## config.mk

```make
export PLATFORM = sky130hd
export DESIGN_NAME = inband_flow_ctl
export DESIGN_NICKNAME = d
export VERILOG_FILES = /design/src/rtl/flowctl_pkg.sv /design/src/rtl/flowctl_rx_match.sv /design/src/rtl/flowctl_tx_req.sv /design/src/rtl/inband_flow_ctl.sv
export SDC_FILE = /design/constraint.sdc
export NUM_CORES = 1
export LEC_CHECK = 0
export CORE_MARGIN = 5
export CORE_UTILIZATION = 42
export DETAILED_ROUTE_END_ITERATION = 16
export PLACE_DENSITY = 0.79
export SETUP_SLACK_MARGIN = 0.15
export SLEW_MARGIN = 20
export SYNTH_ARGS = -nofsm -noshare
export SYNTH_HDL_FRONTEND = slang
export SYNTH_SLANG_ARGS = --single-unit
```

## constraint.sdc

```tcl
create_clock -name clk -period 3.8 [get_ports clk]
set_input_delay 0.38 -clock clk [delete_from_list [all_inputs] [get_ports clk]]
set_output_delay 0.38 -clock clk [all_outputs]
set_load 0.01 [all_outputs]
```

## src/rtl/flowctl_pkg.sv

```systemverilog
package flowctl_pkg;
  localparam int CODE_W = 8;

  typedef struct packed {
    logic [CODE_W-1:0] go0;
    logic [CODE_W-1:0] go1;
    logic [CODE_W-1:0] stop0;
    logic [CODE_W-1:0] stop1;
  } code_set_t;

  typedef enum logic [1:0] {
    TQ_IDLE   = 2'd0,
    TQ_FIRST  = 2'd1,
    TQ_SECOND = 2'd2
  } tq_state_e;
endpackage

```

## src/rtl/flowctl_rx_match.sv

```systemverilog
module flowctl_rx_match
  import flowctl_pkg::*;
(
  input  logic              clk,
  input  logic              rst_n,
  input  logic              sw_fc_en,
  input  logic              pair_mode,
  input  code_set_t         codes,
  input  logic              rx_stb,
  input  logic [CODE_W-1:0] rx_byte,
  output logic              dat_vld,
  output logic [CODE_W-1:0] dat_byte,
  output logic              tx_pause
);
  function automatic logic code_hit(input logic [CODE_W-1:0] b,
                                    input logic [CODE_W-1:0] c);
    return b == c;
  endfunction

  logic              held_v, held_go, held_stop;
  logic [CODE_W-1:0] held_byte;
  logic              pend_v;
  logic [CODE_W-1:0] pend_byte;

  logic              n_dat_vld, n_pause, n_held_v, n_held_go, n_held_stop, n_pend_v;
  logic [CODE_W-1:0] n_dat_byte, n_held_byte, n_pend_byte;

  // named events for the assertions
  logic ev_stop, ev_go, ev_split;

  always_comb begin
    n_dat_vld   = 1'b0;
    n_dat_byte  = dat_byte;
    n_pend_v    = 1'b0;
    n_pend_byte = pend_byte;
    n_held_v    = held_v;
    n_held_go   = held_go;
    n_held_stop = held_stop;
    n_held_byte = held_byte;
    n_pause     = tx_pause;
    ev_stop     = 1'b0;
    ev_go       = 1'b0;
    ev_split    = 1'b0;
    if (pend_v) begin
      n_dat_vld  = 1'b1;
      n_dat_byte = pend_byte;
    end
    if (!sw_fc_en) begin
      n_pause  = 1'b0;
      n_held_v = 1'b0;
      if (held_v) begin
        n_dat_vld  = 1'b1;
        n_dat_byte = held_byte;
        if (rx_stb) begin
          n_pend_v    = 1'b1;
          n_pend_byte = rx_byte;
        end
      end else if (rx_stb) begin
        n_dat_vld  = 1'b1;
        n_dat_byte = rx_byte;
      end
    end else if (rx_stb) begin
      if (held_v) begin
        n_held_v = 1'b0;
        if (held_stop && code_hit(rx_byte, codes.stop1)) begin
          n_pause = 1'b1;
          ev_stop = 1'b1;
        end else if (held_go && code_hit(rx_byte, codes.go1)) begin
          n_pause = 1'b0;
          ev_go   = 1'b1;
        end else begin
          ev_split    = 1'b1;
          n_dat_vld   = 1'b1;
          n_dat_byte  = held_byte;
          n_pend_v    = 1'b1;
          n_pend_byte = rx_byte;
        end
      end else if (!pair_mode) begin
        if (code_hit(rx_byte, codes.stop0)) begin
          n_pause = 1'b1;
          ev_stop = 1'b1;
        end else if (code_hit(rx_byte, codes.go0)) begin
          n_pause = 1'b0;
          ev_go   = 1'b1;
        end else begin
          n_dat_vld  = 1'b1;
          n_dat_byte = rx_byte;
        end
      end else begin
        if (code_hit(rx_byte, codes.stop0) || code_hit(rx_byte, codes.go0)) begin
          n_held_v    = 1'b1;
          n_held_byte = rx_byte;
          n_held_stop = code_hit(rx_byte, codes.stop0);
          n_held_go   = code_hit(rx_byte, codes.go0);
        end else begin
          n_dat_vld  = 1'b1;
          n_dat_byte = rx_byte;
        end
      end
    end
  end

  always_ff @(posedge clk or negedge rst_n) begin
    if (!rst_n) begin
      dat_vld   <= 1'b0;
      dat_byte  <= '0;
      tx_pause  <= 1'b0;
      held_v    <= 1'b0;
      held_go   <= 1'b0;
      held_stop <= 1'b0;
      held_byte <= '0;
      pend_v    <= 1'b0;
      pend_byte <= '0;
    end else begin
      dat_vld   <= n_dat_vld;
      dat_byte  <= n_dat_byte;
      tx_pause  <= n_pause;
      held_v    <= n_held_v;
      held_go   <= n_held_go;
      held_stop <= n_held_stop;
      held_byte <= n_held_byte;
      pend_v    <= n_pend_v;
      pend_byte <= n_pend_byte;
    end
  end

  // a recognised suspend code leaves the transmitter paused
  p_stop_pauses_r2: assert property (@(posedge clk) disable iff (!rst_n)
    ev_stop |=> tx_pause);
  // a recognised resume code releases it
  p_go_resumes_r3: assert property (@(posedge clk) disable iff (!rst_n)
    ev_go |=> !tx_pause);
  // a broken pair delivers the held byte first
  p_split_first_r5: assert property (@(posedge clk) disable iff (!rst_n)
    ev_split |=> dat_vld && dat_byte == $past(held_byte));
  // then the byte that broke the pair
  p_split_second_r5: assert property (@(posedge clk) disable iff (!rst_n)
    ev_split |=> ##1 dat_vld && dat_byte == $past(rx_byte, 2));
  // disabling releases the transmitter
  p_disable_release_r7: assert property (@(posedge clk) disable iff (!rst_n)
    !sw_fc_en |=> !tx_pause);
  // a recognised code never reaches the data path
  p_code_dropped_r2: assert property (@(posedge clk) disable iff (!rst_n)
    (ev_stop || ev_go) && !pend_v |=> !dat_vld);
endmodule

```

## src/rtl/flowctl_tx_req.sv

```systemverilog
module flowctl_tx_req
  import flowctl_pkg::*;
#(
  parameter int LVL_W = 8
) (
  input  logic              clk,
  input  logic              rst_n,
  input  logic              sw_fc_en,
  input  logic              pair_mode,
  input  code_set_t         codes,
  input  logic [LVL_W-1:0]  fifo_lvl,
  input  logic [LVL_W-1:0]  lvl_hi,
  input  logic [LVL_W-1:0]  lvl_lo,
  input  logic              ins_ack,
  output logic              ins_req,
  output logic [CODE_W-1:0] ins_byte
);
  function automatic logic lvl_reached(input logic [LVL_W-1:0] lvl,
                                       input logic [LVL_W-1:0] thr);
    return lvl >= thr;
  endfunction

  function automatic logic lvl_drained(input logic [LVL_W-1:0] lvl,
                                       input logic [LVL_W-1:0] thr);
    return lvl <= thr;
  endfunction

  tq_state_e state;
  logic      want_stop;
  logic      far_stopped;
  logic      last_ack;

  assign last_ack = ins_ack && ((state == TQ_SECOND) || (state == TQ_FIRST && !pair_mode));

  always_ff @(posedge clk or negedge rst_n) begin
    if (!rst_n) begin
      state       <= TQ_IDLE;
      want_stop   <= 1'b0;
      far_stopped <= 1'b0;
    end else if (!sw_fc_en) begin
      state       <= TQ_IDLE;
      far_stopped <= 1'b0;
    end else begin
      unique case (state)
        TQ_IDLE: begin
          if (!far_stopped && lvl_reached(fifo_lvl, lvl_hi)) begin
            state     <= TQ_FIRST;
            want_stop <= 1'b1;
          end else if (far_stopped && lvl_drained(fifo_lvl, lvl_lo)) begin
            state     <= TQ_FIRST;
            want_stop <= 1'b0;
          end
        end
        TQ_FIRST: begin
          if (ins_ack) begin
            if (pair_mode) state <= TQ_SECOND;
            else begin
              state       <= TQ_IDLE;
              far_stopped <= want_stop;
            end
          end
        end
        TQ_SECOND: begin
          if (ins_ack) begin
            state       <= TQ_IDLE;
            far_stopped <= want_stop;
          end
        end
        default: state <= TQ_IDLE;
      endcase
    end
  end

  assign ins_req = (state != TQ_IDLE);

  always_comb begin
    if (want_stop) ins_byte = (state == TQ_SECOND) ? codes.stop1 : codes.stop0;
    else           ins_byte = (state == TQ_SECOND) ? codes.go1   : codes.go0;
  end

  // an unacknowledged request stays up with a stable character
  p_req_hold_r8: assert property (@(posedge clk) disable iff (!rst_n)
    ins_req && !ins_ack && sw_fc_en |=> ins_req && $stable(ins_byte));
  // completing a sequence records the far end's new state
  p_seq_done_r9: assert property (@(posedge clk) disable iff (!rst_n)
    sw_fc_en && last_ack |=> far_stopped == $past(want_stop) && !ins_req);
  // no request while disabled
  p_no_req_off_r7: assert property (@(posedge clk) disable iff (!rst_n)
    !sw_fc_en |=> !ins_req);
endmodule

```

## src/rtl/inband_flow_ctl.sv

```systemverilog
module inband_flow_ctl
  import flowctl_pkg::*;
#(
  parameter int LVL_W = 8
) (
  input  logic              clk,
  input  logic              rst_n,
  input  logic              sw_fc_en,
  input  logic              pair_mode,
  input  logic [CODE_W-1:0] go_c0,
  input  logic [CODE_W-1:0] go_c1,
  input  logic [CODE_W-1:0] stop_c0,
  input  logic [CODE_W-1:0] stop_c1,
  input  logic [LVL_W-1:0]  lvl_hi,
  input  logic [LVL_W-1:0]  lvl_lo,
  input  logic [LVL_W-1:0]  fifo_lvl,
  input  logic              rx_stb,
  input  logic [CODE_W-1:0] rx_byte,
  output logic              dat_vld,
  output logic [CODE_W-1:0] dat_byte,
  output logic              tx_pause,
  output logic              ins_req,
  output logic [CODE_W-1:0] ins_byte,
  input  logic              ins_ack
);
  code_set_t codes;
  assign codes = '{go0: go_c0, go1: go_c1, stop0: stop_c0, stop1: stop_c1};

  flowctl_rx_match u_rx (
    .clk      (clk),
    .rst_n    (rst_n),
    .sw_fc_en (sw_fc_en),
    .pair_mode(pair_mode),
    .codes    (codes),
    .rx_stb   (rx_stb),
    .rx_byte  (rx_byte),
    .dat_vld  (dat_vld),
    .dat_byte (dat_byte),
    .tx_pause (tx_pause)
  );

  flowctl_tx_req #(.LVL_W(LVL_W)) u_tx (
    .clk      (clk),
    .rst_n    (rst_n),
    .sw_fc_en (sw_fc_en),
    .pair_mode(pair_mode),
    .codes    (codes),
    .fifo_lvl (fifo_lvl),
    .lvl_hi   (lvl_hi),
    .lvl_lo   (lvl_lo),
    .ins_ack  (ins_ack),
    .ins_req  (ins_req),
    .ins_byte (ins_byte)
  );

  // nothing is asserted straight out of reset
  p_reset_quiet_r1: assert property (@(posedge clk)
    $rose(rst_n) |-> !tx_pause && !ins_req && !dat_vld);
endmodule

```

==> impl_results.md <==
* R2R depth at 5
* HP Class: in -> async
* Clk sinks at 34
* Worst Tran Pin Value at 698 ps
* Global Route Usage Sum at 0.176
* Power Density at ~300 nW/um^2
* Final setup viols at 0
* IO Count at 89
* Synth unique cells at 51
* Insertion delay to the later sink of the worst-skew pair at 290 ps
* Seq/Total Area, Yosys at 0.297
* Crit path time final at between 2000 and 3000 ps
* Post-CTS setup buffers at 0
* Area Overhead vs Synth at 34.9%
* CTS root buf: clkbuf_8
* Syn nets at 363
* Ys flop type: dfrtp_1
* PnR worst setup slack at 1140 ps
* Critical Path AT at 2840 ps
* Hold-fix buffers, CTS at 0
* Vias per Instance at 5.49
* Fmax at 0.376 GHz
* Starting Density at 0.426
* Layout Nets at 444
* Top-count cell post-synth: dfrtp_1
* DR vias at 2410
* Tcrit/Tclk final at 0.700
* Post-synth EDFFs at 0
* Post-synthesis simple-gate area fraction at 0.117
* VDD IR max at approximately 0.13 mV
* Largest family of logic cells by synthesized area: multiplexers
* Mapped Avg Cell Area at ~10 um^2
* R2R Setup Slk at 1850 ps
* Post_cts resized at 0
* Post-Synth XOR/XNOR Area at 0.0978
* Post-Syn Area at between 2000 and 3000 um^2
* Number of max-cap violations at 0
* Post-DR wirelength/cell at roughly 17 um
* Worst setup EP type: flip-flop
* RSZ-0062 raised after global routing: false
* Startpoint types: input pin
* R2r startpoint: u_rx.held_v
* Congestion Overflow GR at 0
* Port-buffer cells at 88
* Final hold viol count at 0
* Outcome: finished, final reports clean
* DRC Markers at 0
* Reg-to-Reg End: u_rx.dat_byte[6]
* H-tree Lvls at 2
* Synth top cells by count: 34 x dfrtp_1, 30 x xor2_1, 29 x inv_1
* Final ANT Viol Nets at 0
* Final hold slack at about 490 ps
* Core box area at ~6700 um^2
* Slew Limit Headroom at 0.533
* Synth area leaders: dfrtp_1 30%, xor2_1 9.2%, ha_1 7.0%, mux4_2 6.3%, mux2i_1 5.2%
* Die height at around 93 um
* Largest net degree at the start of global routing at 35
* Clock tree buffer depth at 2
* Die area at 8570 um^2
* Row cnt at 30
* Static leakage at 1.75 nW
* Compound-Gate Fraction of Synth Area at 0.133
* Dpl hpwl at 5890 um
* Vias in the first global route at 2545
* Diode count at 0
* First-pass DRT Iterations at 5
* Clk slew on worst S/H paths at 70 ps
* Skew final at 4.26 ps
* Iter 0 DRT Violations at between 150 and 200
* Seq cells post-synth at 34
* Biggest area consumer among synthesized cells: dfrtp_1
* Design area at 3860 um^2
* Syn Inst Count at 277
* Synth warn at 0
* Placement Setup Slack at 840 ps
* First-pass GRT wire length at 12100 um
* Final design utilization at 0.575
* WP data required at 3970 ps
* Post-synth ARST share at 1.00
* Total CTS buffers at 5
* Final WL at 7390 um
* Post-synth top area share at 0.297
* Initial antenna violation count at 0
* Dpl cell area at 3750 um^2
* Die W at 92.6 um
* Final Wtd Congestion at approximately 0.89
* CP Max Fanout at 9
* Proportion of synthesized area in mux cells at 0.204
* Pins Over Slew Limit at 0
* Critical path class: in -> reg
* Synth Area in Adders at 0.0699
* Final setup TNS at 0 ps
* CTS tree: yes
* Layout cell share with drive strength beyond 1 at 0.139
==> state kept, by name, summed over array words and instances, names as in the netlist, 2 cells and up <==
signal	count
u_rx.dat_byte	8
u_rx.held_byte	8
u_rx.pend_byte	8
u_tx.state	2
==> cells by family after synthesis <==
logic type / count (synthesis)
DFF: 34
buffers and inverters: 47
AOI/OAI and AO/OA: 53
adders and majority gates: 16
muxes: 43
and+or+nand+nor: 52
xor gates and xnor gates: 32
==> worst max path at each step <==
stage          slack [ps]                end  cells after the start        from
3_3_place_gp          940  u_rx.pend_byte[6]                      7  rx_byte[7]
4_1_cts              1140  u_rx.pend_byte[4]                      7  rx_byte[4]
6_report             1140  u_rx.pend_byte[4]                      7  rx_byte[4]
2_1_floorplan        1790  u_rx.held_byte[0]                      8  rx_byte[6]
5_1_grt              1000  u_rx.pend_byte[4]                      7  rx_byte[4]
3_5_place_dp          840  u_rx.pend_byte[4]                      7  rx_byte[4]
==> cells in the final DEF, fill, tap and decap left out, drive strengths merged, types with 5 or more instances in the layout <==
master,instances
nor4,6
clkdlybuf4s50,88
inv,29
mux4,8
a22oi,8
nor2,13
nand4,5
xor2,30
mux2,20
mux2i,15
dfrtp,34
a21oi,9
nand2,8
a21o,6
ha,16
clkbuf,8
==> per-layer routing <==
metal	vias to the layer above	routed length [um]	global-route usage
met5	-	0	0
met4	0	75	0.0483
met3	10	539	0.0357
met2	96	3710	0.312
met1	1138	3070	0.216
li1	1166	-	-
==> critical path, stage by stage <==
cell and delay [ps]:
clkdlybuf4s50_1 600, xor2_1 230, nor4_2 360, nand4_2 250, nand2_4 180, a21o_1 470
mux2_4 350
==> per-stage QoR <==
stage | instances | total power [mW]
finish | 439 | 1.16
global route | 439 | 1.22
CTS | 439 | 1.17
detailed placement | 431 | 0.849
global placement | 431 | 0.842
floorplan | 277 | 0.639
==> area by class of cell <==
cell class | count | area, um^2
flip-flops and latches | 34 | 851
repair buffers | 92 | 911
well taps | 80 | 100
clock buffers | 8 | 110
inverters | 29 | 109
fillers | 571 | 2850
multi-input cells | 196 | 1780
==> report_power, final <==
group	switching, mW	total, mW	internal, mW
registers	0.0378	0.428	0.391
clock network	0.133	0.316	0.183
logic	0.166	0.412	0.246
Power figures use the tool's default switching activity.
